$ cat src/rtl/pbg_pkg.sv
package pbg_pkg;

    typedef struct packed {
        logic scl;
        logic sda;
    } line_t;

    typedef enum logic [1:0] {
        EV_NONE  = 2'd0,
        EV_START = 2'd1,
        EV_STOP  = 2'd2
    } line_ev_t;

    localparam line_t LINE_IDLE = '{scl: 1'b1, sda: 1'b1};

    // Classify the change between two successive samples of the bus lines.
    function automatic line_ev_t classify(line_t prev, line_t cur);
        line_ev_t ev;
        ev = EV_NONE;
        if (prev.scl && cur.scl) begin
            if (prev.sda && !cur.sda)
                ev = EV_START;
            else if (!prev.sda && cur.sda)
                ev = EV_STOP;
        end
        return ev;
    endfunction

endpackage

$ cat src/rtl/pbg_acl_map.sv
module pbg_acl_map #(
    parameter int N_APPS   = 4,
    parameter int N_PERIPH = 4,
    parameter int APP_W    = 2
) (
    input  logic                clk,
    input  logic                rst,
    input  logic                wr_en,
    input  logic [APP_W-1:0]    wr_app,
    input  logic [N_PERIPH-1:0] wr_row,
    input  logic [APP_W-1:0]    rd_app,
    output logic [N_PERIPH-1:0] rd_row
);
    logic [N_PERIPH-1:0] rows [N_APPS];

    generate
        for (genvar a = 0; a < N_APPS; a++) begin : g_row
            always_ff @(posedge clk) begin
                if (rst)
                    rows[a] <= '0;
                else if (wr_en && (int'(wr_app) == a))
                    rows[a] <= wr_row;
            end
        end
    endgenerate

    always_comb begin
        rd_row = '0;
        for (int a = 0; a < N_APPS; a++)
            if (int'(rd_app) == a)
                rd_row = rows[a];
    end

    // a table write is visible on the same address the next cycle
    p_row_write_r2: assert property (@(posedge clk) disable iff (rst)
        (wr_en && (int'(wr_app) < N_APPS)) |=> (rows[$past(wr_app)] == $past(wr_row)));

endmodule

$ cat src/rtl/pbg_sel_reg.sv
module pbg_sel_reg #(
    parameter int N_PERIPH = 4
) (
    input  logic                clk,
    input  logic                rst,
    input  logic                clear,
    input  logic [N_PERIPH-1:0] row,
    input  logic                app_we,
    input  logic [N_PERIPH-1:0] app_data,
    input  logic                priv_we,
    input  logic [N_PERIPH-1:0] priv_data,
    output logic [N_PERIPH-1:0] sel,
    output logic                deny_pulse
);
    logic outside;
    assign outside = |(app_data & ~row);

    always_ff @(posedge clk) begin
        if (rst) begin
            sel        <= '0;
            deny_pulse <= 1'b0;
        end else begin
            deny_pulse <= 1'b0;
            if (clear)
                sel <= '0;
            else if (priv_we)
                sel <= priv_data;
            else if (app_we) begin
                if (outside)
                    deny_pulse <= 1'b1;
                else
                    sel <= app_data;
            end
        end
    end

    // a rejected write leaves the register untouched
    p_deny_hold_r3: assert property (@(posedge clk) disable iff (rst)
        (app_we && !priv_we && !clear && outside) |=> $stable(sel));

    // a rejected write raises the permission exception next cycle
    p_deny_flag_r3: assert property (@(posedge clk) disable iff (rst)
        (app_we && !priv_we && !clear && outside) |=> deny_pulse);

    // a privileged restore never raises the exception
    p_priv_quiet_r5: assert property (@(posedge clk) disable iff (rst)
        priv_we |=> !deny_pulse);

endmodule

$ cat src/rtl/pbg_txn_watch.sv
module pbg_txn_watch
    import pbg_pkg::*;
#(
    parameter int TXN_LIMIT = 64
) (
    input  logic clk,
    input  logic rst,
    input  logic scl,
    input  logic sda,
    output logic overrun
);
    localparam int CNT_W = $clog2(TXN_LIMIT + 1);

    line_t          prev, cur;
    line_ev_t       ev;
    logic           busy;
    logic [CNT_W-1:0] cnt;

    assign cur = '{scl: scl, sda: sda};
    assign ev  = classify(prev, cur);

    always_ff @(posedge clk) begin
        if (rst) begin
            prev    <= LINE_IDLE;
            busy    <= 1'b0;
            cnt     <= '0;
            overrun <= 1'b0;
        end else begin
            prev    <= cur;
            overrun <= 1'b0;
            case (ev)
                EV_START: begin
                    busy <= 1'b1;
                    cnt  <= '0;
                end
                EV_STOP: begin
                    busy <= 1'b0;
                    cnt  <= '0;
                end
                default: begin
                    if (busy) begin
                        if (cnt == CNT_W'(TXN_LIMIT - 1)) begin
                            overrun <= 1'b1;
                            busy    <= 1'b0;
                            cnt     <= '0;
                        end else begin
                            cnt <= cnt + 1'b1;
                        end
                    end
                end
            endcase
        end
    end

    // an overrun only follows an open transaction
    p_len_needs_busy_r7: assert property (@(posedge clk) disable iff (rst)
        overrun |-> $past(busy));

    // the length exception is a single-cycle pulse
    p_len_pulse_r7: assert property (@(posedge clk) disable iff (rst)
        overrun |=> !overrun);

    // a STOP always closes the transaction
    p_stop_closes_r6: assert property (@(posedge clk) disable iff (rst)
        (ev == EV_STOP) |=> !busy);

endmodule

$ cat src/rtl/pbg_dev_reset.sv
module pbg_dev_reset #(
    parameter int N_PERIPH   = 4,
    parameter int RST_CYCLES = 8
) (
    input  logic                clk,
    input  logic                rst,
    input  logic                panic,
    input  logic [N_PERIPH-1:0] active,
    output logic [N_PERIPH-1:0] dev_rst
);
    localparam int RC_W = $clog2(RST_CYCLES + 1);

    logic [N_PERIPH-1:0] mask;
    logic [RC_W-1:0]     remain;
    logic                in_window;

    assign in_window = (remain != '0);
    assign dev_rst   = in_window ? mask : '0;

    always_ff @(posedge clk) begin
        if (rst) begin
            mask   <= '0;
            remain <= '0;
        end else if (panic) begin
            mask   <= (in_window ? mask : '0) | active;
            remain <= RC_W'(RST_CYCLES);
        end else if (in_window) begin
            remain <= remain - 1'b1;
        end
    end

    // every peripheral active at panic is put in reset
    p_panic_capture_r8: assert property (@(posedge clk) disable iff (rst)
        panic |=> ((dev_rst & $past(active)) == $past(active)));

    // the window never exceeds its programmed length
    p_window_bound_r8: assert property (@(posedge clk) disable iff (rst)
        (!panic && in_window) |=> (remain < $past(remain)));

endmodule

$ cat src/rtl/periph_bus_guard.sv
module periph_bus_guard #(
    parameter int N_APPS     = 4,
    parameter int N_PERIPH   = 4,
    parameter int TXN_LIMIT  = 64,
    parameter int RST_CYCLES = 8,
    parameter int APP_W      = (N_APPS > 1) ? $clog2(N_APPS) : 1
) (
    input  logic                clk,
    input  logic                rst,
    input  logic                cfg_we,
    input  logic [APP_W-1:0]    cfg_app,
    input  logic [N_PERIPH-1:0] cfg_row,
    input  logic [APP_W-1:0]    app_id,
    input  logic                sel_we,
    input  logic [N_PERIPH-1:0] sel_data,
    input  logic                ctx_we,
    input  logic [N_PERIPH-1:0] ctx_wdata,
    output logic [N_PERIPH-1:0] ctx_rdata,
    input  logic                scl_in,
    input  logic                sda_in,
    input  logic                panic,
    output logic [N_PERIPH-1:0] sda_oe_n,
    output logic [N_PERIPH-1:0] scl_oe_n,
    output logic [N_PERIPH-1:0] dev_rst,
    output logic                sec_exc_perm,
    output logic                sec_exc_len
);
    logic [N_PERIPH-1:0] cur_row;
    logic [N_PERIPH-1:0] sel;
    logic [N_PERIPH-1:0] granted;
    logic [N_PERIPH-1:0] live;
    logic                wipe;

    pbg_acl_map #(.N_APPS(N_APPS), .N_PERIPH(N_PERIPH), .APP_W(APP_W)) u_map (
        .clk(clk), .rst(rst),
        .wr_en(cfg_we), .wr_app(cfg_app), .wr_row(cfg_row),
        .rd_app(app_id), .rd_row(cur_row)
    );

    assign wipe = panic | sec_exc_len;

    pbg_sel_reg #(.N_PERIPH(N_PERIPH)) u_sel (
        .clk(clk), .rst(rst), .clear(wipe), .row(cur_row),
        .app_we(sel_we), .app_data(sel_data),
        .priv_we(ctx_we), .priv_data(ctx_wdata),
        .sel(sel), .deny_pulse(sec_exc_perm)
    );

    pbg_txn_watch #(.TXN_LIMIT(TXN_LIMIT)) u_watch (
        .clk(clk), .rst(rst), .scl(scl_in), .sda(sda_in), .overrun(sec_exc_len)
    );

    assign granted = cur_row & sel;

    pbg_dev_reset #(.N_PERIPH(N_PERIPH), .RST_CYCLES(RST_CYCLES)) u_rst (
        .clk(clk), .rst(rst), .panic(panic), .active(granted), .dev_rst(dev_rst)
    );

    assign live      = granted & ~dev_rst;
    assign sda_oe_n  = ~live;
    assign scl_oe_n  = ~live;
    assign ctx_rdata = sel;

    // nothing may drive the bus right after reset
    p_idle_after_reset_r1: assert property (@(posedge clk)
        rst |=> ((&sda_oe_n) && (&scl_oe_n) && (dev_rst == '0)));

    // a peripheral in reset never has its enables low
    p_reset_gate_r9: assert property (@(posedge clk) disable iff (rst)
        ((dev_rst & ~(sda_oe_n & scl_oe_n)) == '0));

    // no enable outside the running application's row
    p_row_bound_r4: assert property (@(posedge clk) disable iff (rst)
        ((~sda_oe_n & ~cur_row) == '0));

    // an over-long transaction empties the select register
    p_len_clears_r7: assert property (@(posedge clk) disable iff (rst)
        sec_exc_len |=> (ctx_rdata == '0));

endmodule

$ cat config.mk
export PLATFORM = sky130hd
export DESIGN_NAME = periph_bus_guard
export DESIGN_NICKNAME = d
export VERILOG_FILES = /design/src/rtl/pbg_pkg.sv /design/src/rtl/pbg_acl_map.sv /design/src/rtl/pbg_sel_reg.sv /design/src/rtl/pbg_txn_watch.sv /design/src/rtl/pbg_dev_reset.sv /design/src/rtl/periph_bus_guard.sv
export SDC_FILE = /design/constraint.sdc
export NUM_CORES = 1
export LEC_CHECK = 0
export ABC_AREA = 1
export BUFFER_PORTS_ARGS = -buffer_cell sky130_fd_sc_hd__buf_2
export CAP_MARGIN = 0
export CORE_UTILIZATION = 58
export CTS_CLUSTER_SIZE = 24
export DETAILED_ROUTE_END_ITERATION = 16
export HOLD_SLACK_MARGIN = 0.05
export PLACE_DENSITY = 0.84
export SYNTH_ARGS = -nofsm -noshare
export SYNTH_HDL_FRONTEND = slang
export SYNTH_SLANG_ARGS = --single-unit
$ cat constraint.sdc
create_clock -name clk -period 4.42 [get_ports clk]
set_input_delay 0.221 -clock clk [delete_from_list [all_inputs] [get_ports clk]]
set_output_delay 0.221 -clock clk [all_outputs]
set_load 0.05 [all_outputs]
==> flow_summary.json <==
{
  "status": "finished, final reports clean",
  "finalCriticalPeriod_ns": 2.10,
  "vias": 1729,
  "design.die.area_sq_mm": 0.00364,
  "cap_violations": 0,
  "cts_resized": 0,
  "placed_area_sq_mm": 0.00219,
  "max_slew_margin_pct": 72.2,
  "seq_area_sq_um": 961,
  "vias_per_cell": 5.16,
  "routed_wl_mm": 3.76,
  "cts_root_buf": "clkbuf_4",
  "cts_made_buffers": 5,
  "drc": 0,
  "clock_path_buffers": 2,
  "num-fill-cells": 253,
  "clock-sinks": 40,
  "netlist_area_sq_mm": 0.00198,
  "yosys_warnings": 0,
  "final_nets": 318,
  "power_per_cell_area_mw_per_mm2": 319,
  "place.gp.congestion": 0.840,
  "clk_latency_ns": 0.34,
  "rsz0062_at_grt": "false",
  "design_area_sq_mm": 0.00225,
  "postRouteAntennaNets": 0,
  "antenna_found_initial": 0,
  "report.final.slew_viol_count": 0,
  "cts_setup_buffers": 0,
  "avgSynthCellArea_sq_um": 7.93,
  "cts_tree": "done",
  "layout-drive-gt1-share_pct": 21.3,
  "total_leakage_power_nw": 1.01,
  "routedWlPerCell_microns": 11.2,
  "initial_core_util_pct": 62.7,
  "grt-ovfl-total": 0,
  "synth_seq_cells": 40,
  "fin_skew_ns": 0.00908,
  "total_power_mw": 0.718,
  "drt_first_pass_iters": 4,
  "die_w_microns": 60.4,
  "antenna_cells": 0,
  "crit_required_ns": 4.20,
  "synthToLayoutAreaGrowth_pct": 13.7,
  "ys_seq_area_share_pct": 48.6,
  "tightestPinTransition_ns": 0.416,
  "multi_input_area_sq_um": 846,
  "tns_ns": 0,
  "utilization_pct": 71.3,
  "cp-start-kind": "flip-flop",
  "hp-class": "primary input to flip-flop",
  "grt_pass1_vias": 1486,
  "cts_hold_buf": 0,
  "whs_ns": 0.0738,
  "fp-row-count": 20,
  "layout_commonest_cell": "nand2_1",
  "crit_type": "flip-flop to output port",
  "port_buffers": 41,
  "cts.clk_slew.worst_paths_ns": 0.12,
  "grt_pass1_wl_mm": 5.97,
  "vdd_ir_drop_max_v": 0.000191,
  "grt_usage_pct": 22.5,
  "crit_fanout": 7,
  "min_period_over_period_pct": 47.5,
  "syn_nets": 277,
  "final_cell_mix": "42 x nand2_1, 41 x buf_2, 37 x nor2_1",
  "final_hold_viol_count": 0,
  "fmax_ghz": 0.476,
  "dp_hpwl_mm": 3.00,
  "setup_viol": 0,
  "grt_max_degree": 15,
  "initialDrtViolationCount": 142,
  "ys_types": 29,
  "htreeDepth": 2,
  "coreArea_sq_mm": 0.00315,
  "io_pins": 42,
  "worst_ep_arrival_time_ns": 1.88,
  "syn_inst": 249,
  "die_h_microns": 60.4,
  "cp-end-kind": "output port"
}
-- worst max-delay path, cell delays in order (launching register included) --
cell     delay (ns)
dfxtp_1        0.31
inv_1          0.09
ha_1           0.20
nand2_1        0.07
nor2_1         0.30
inv_1          0.12
nand2_1        0.12
nand4_1        0.10
buf_2          0.22
-- sequential cells by signal, summed over array words and instances (netlist names) --
name / count
u_map.rows: 16
u_watch.overrun: 1
u_watch.busy: 1
u_watch.prev: 2
u_rst.remain: 4
u_rst.mask: 4
u_watch.cnt: 7
u_sel.sel: 4
u_sel.deny_pulse: 1
-- logic make-up (layout without fill, tap and decap cells) --
logic type / after synthesis / after routing / synth area share, %
and+or+nand+nor: 134 / 134 / 31.3
buffers and inverters: 41 / 83 / 8.55
DFF: 40 / 40 / 48.6
AOI/OAI and AO/OA: 26 / 26 / 7.16
adders and majority gates: 4 / 4 / 2.53
xor gates and xnor gates: 4 / 4 / 1.77
-- per-layer routing --
metal  part of all wire [%]  global-route usage, %  wire [microns]
met5                      0                      0               0
met4                   0.77                   9.63              29
met3                    5.7                   5.12             215
met2                     49                   40.3            1830
met1                     45                   25.5            1690
-- stage by stage --
step                      worst slack (ns)  instances
final                                 2.32        335
after floorplan                       1.94        249
after global placement                2.74        327
after global routing                  2.12        335
after detailed placement              2.69        327
after CTS                             2.31        335
-- Yosys cell counts --
cell type,count,share of area [%]
nand2_1,42,8.0
nor2_1,37,7.0
inv_1,31,5.9
nand3_1,28,7.1
dfxtp_1,24,24
edfxtp_1,16,24
o21ai_0,11,2.8
a21oi_1,9,2.3
nor3_1,7,1.8
nand4_1,5,1.6
a31oi_1,4,1.3
buf_4,4,1.5
ha_1,4,2.5
nand2_2,4,1.3
clkbuf_1,3,0.57
inv_2,2,0.38
nand2_4,2,1.1
nand3_2,2,1.0
nor4_1,2,0.63
xnor2_1,2,0.89
xor2_1,2,0.89
a211oi_1,1,0.38
clkinv_1,1,0.19
nor2_2,1,0.32
o21ai_2,1,0.44
or2_1,1,0.32
or2_2,1,0.32
or2_4,1,0.44
or3b_2,1,0.44
-- worst paths after layout --
check	startpoint	end	slack, ns	depth (start not counted)
worst max-delay path	u_rst.remain[0]	scl_oe_n[0]	2.32	8
worst min-delay path	scl_in	u_watch.prev[1]	0.07	2
worst max register to register	u_watch.prev[1]	u_watch.cnt[0]	2.74	7
worst min register to register	u_watch.cnt[6]	u_watch.cnt[6]	0.46	2
-- final cells by class --
cell class | count | share of cell area [%]
flip-flops and latches | 40 | 42.8
multi-input cells | 168 | 37.6
repair buffers | 41 | 9.13
inverters | 34 | 5.68
well taps | 44 | 2.45
clock buffers | 6 | 1.84
clock inverters | 2 | 0.501
-- report_power, final --
group	switching (mW)	internal, mW	leakage [nW]
Clock	0.112	0.0606	0.0259
Combinational	0.0893	0.0412	0.634
Sequential	0.00948	0.405	0.353
(Power assumes the default switching activity.)
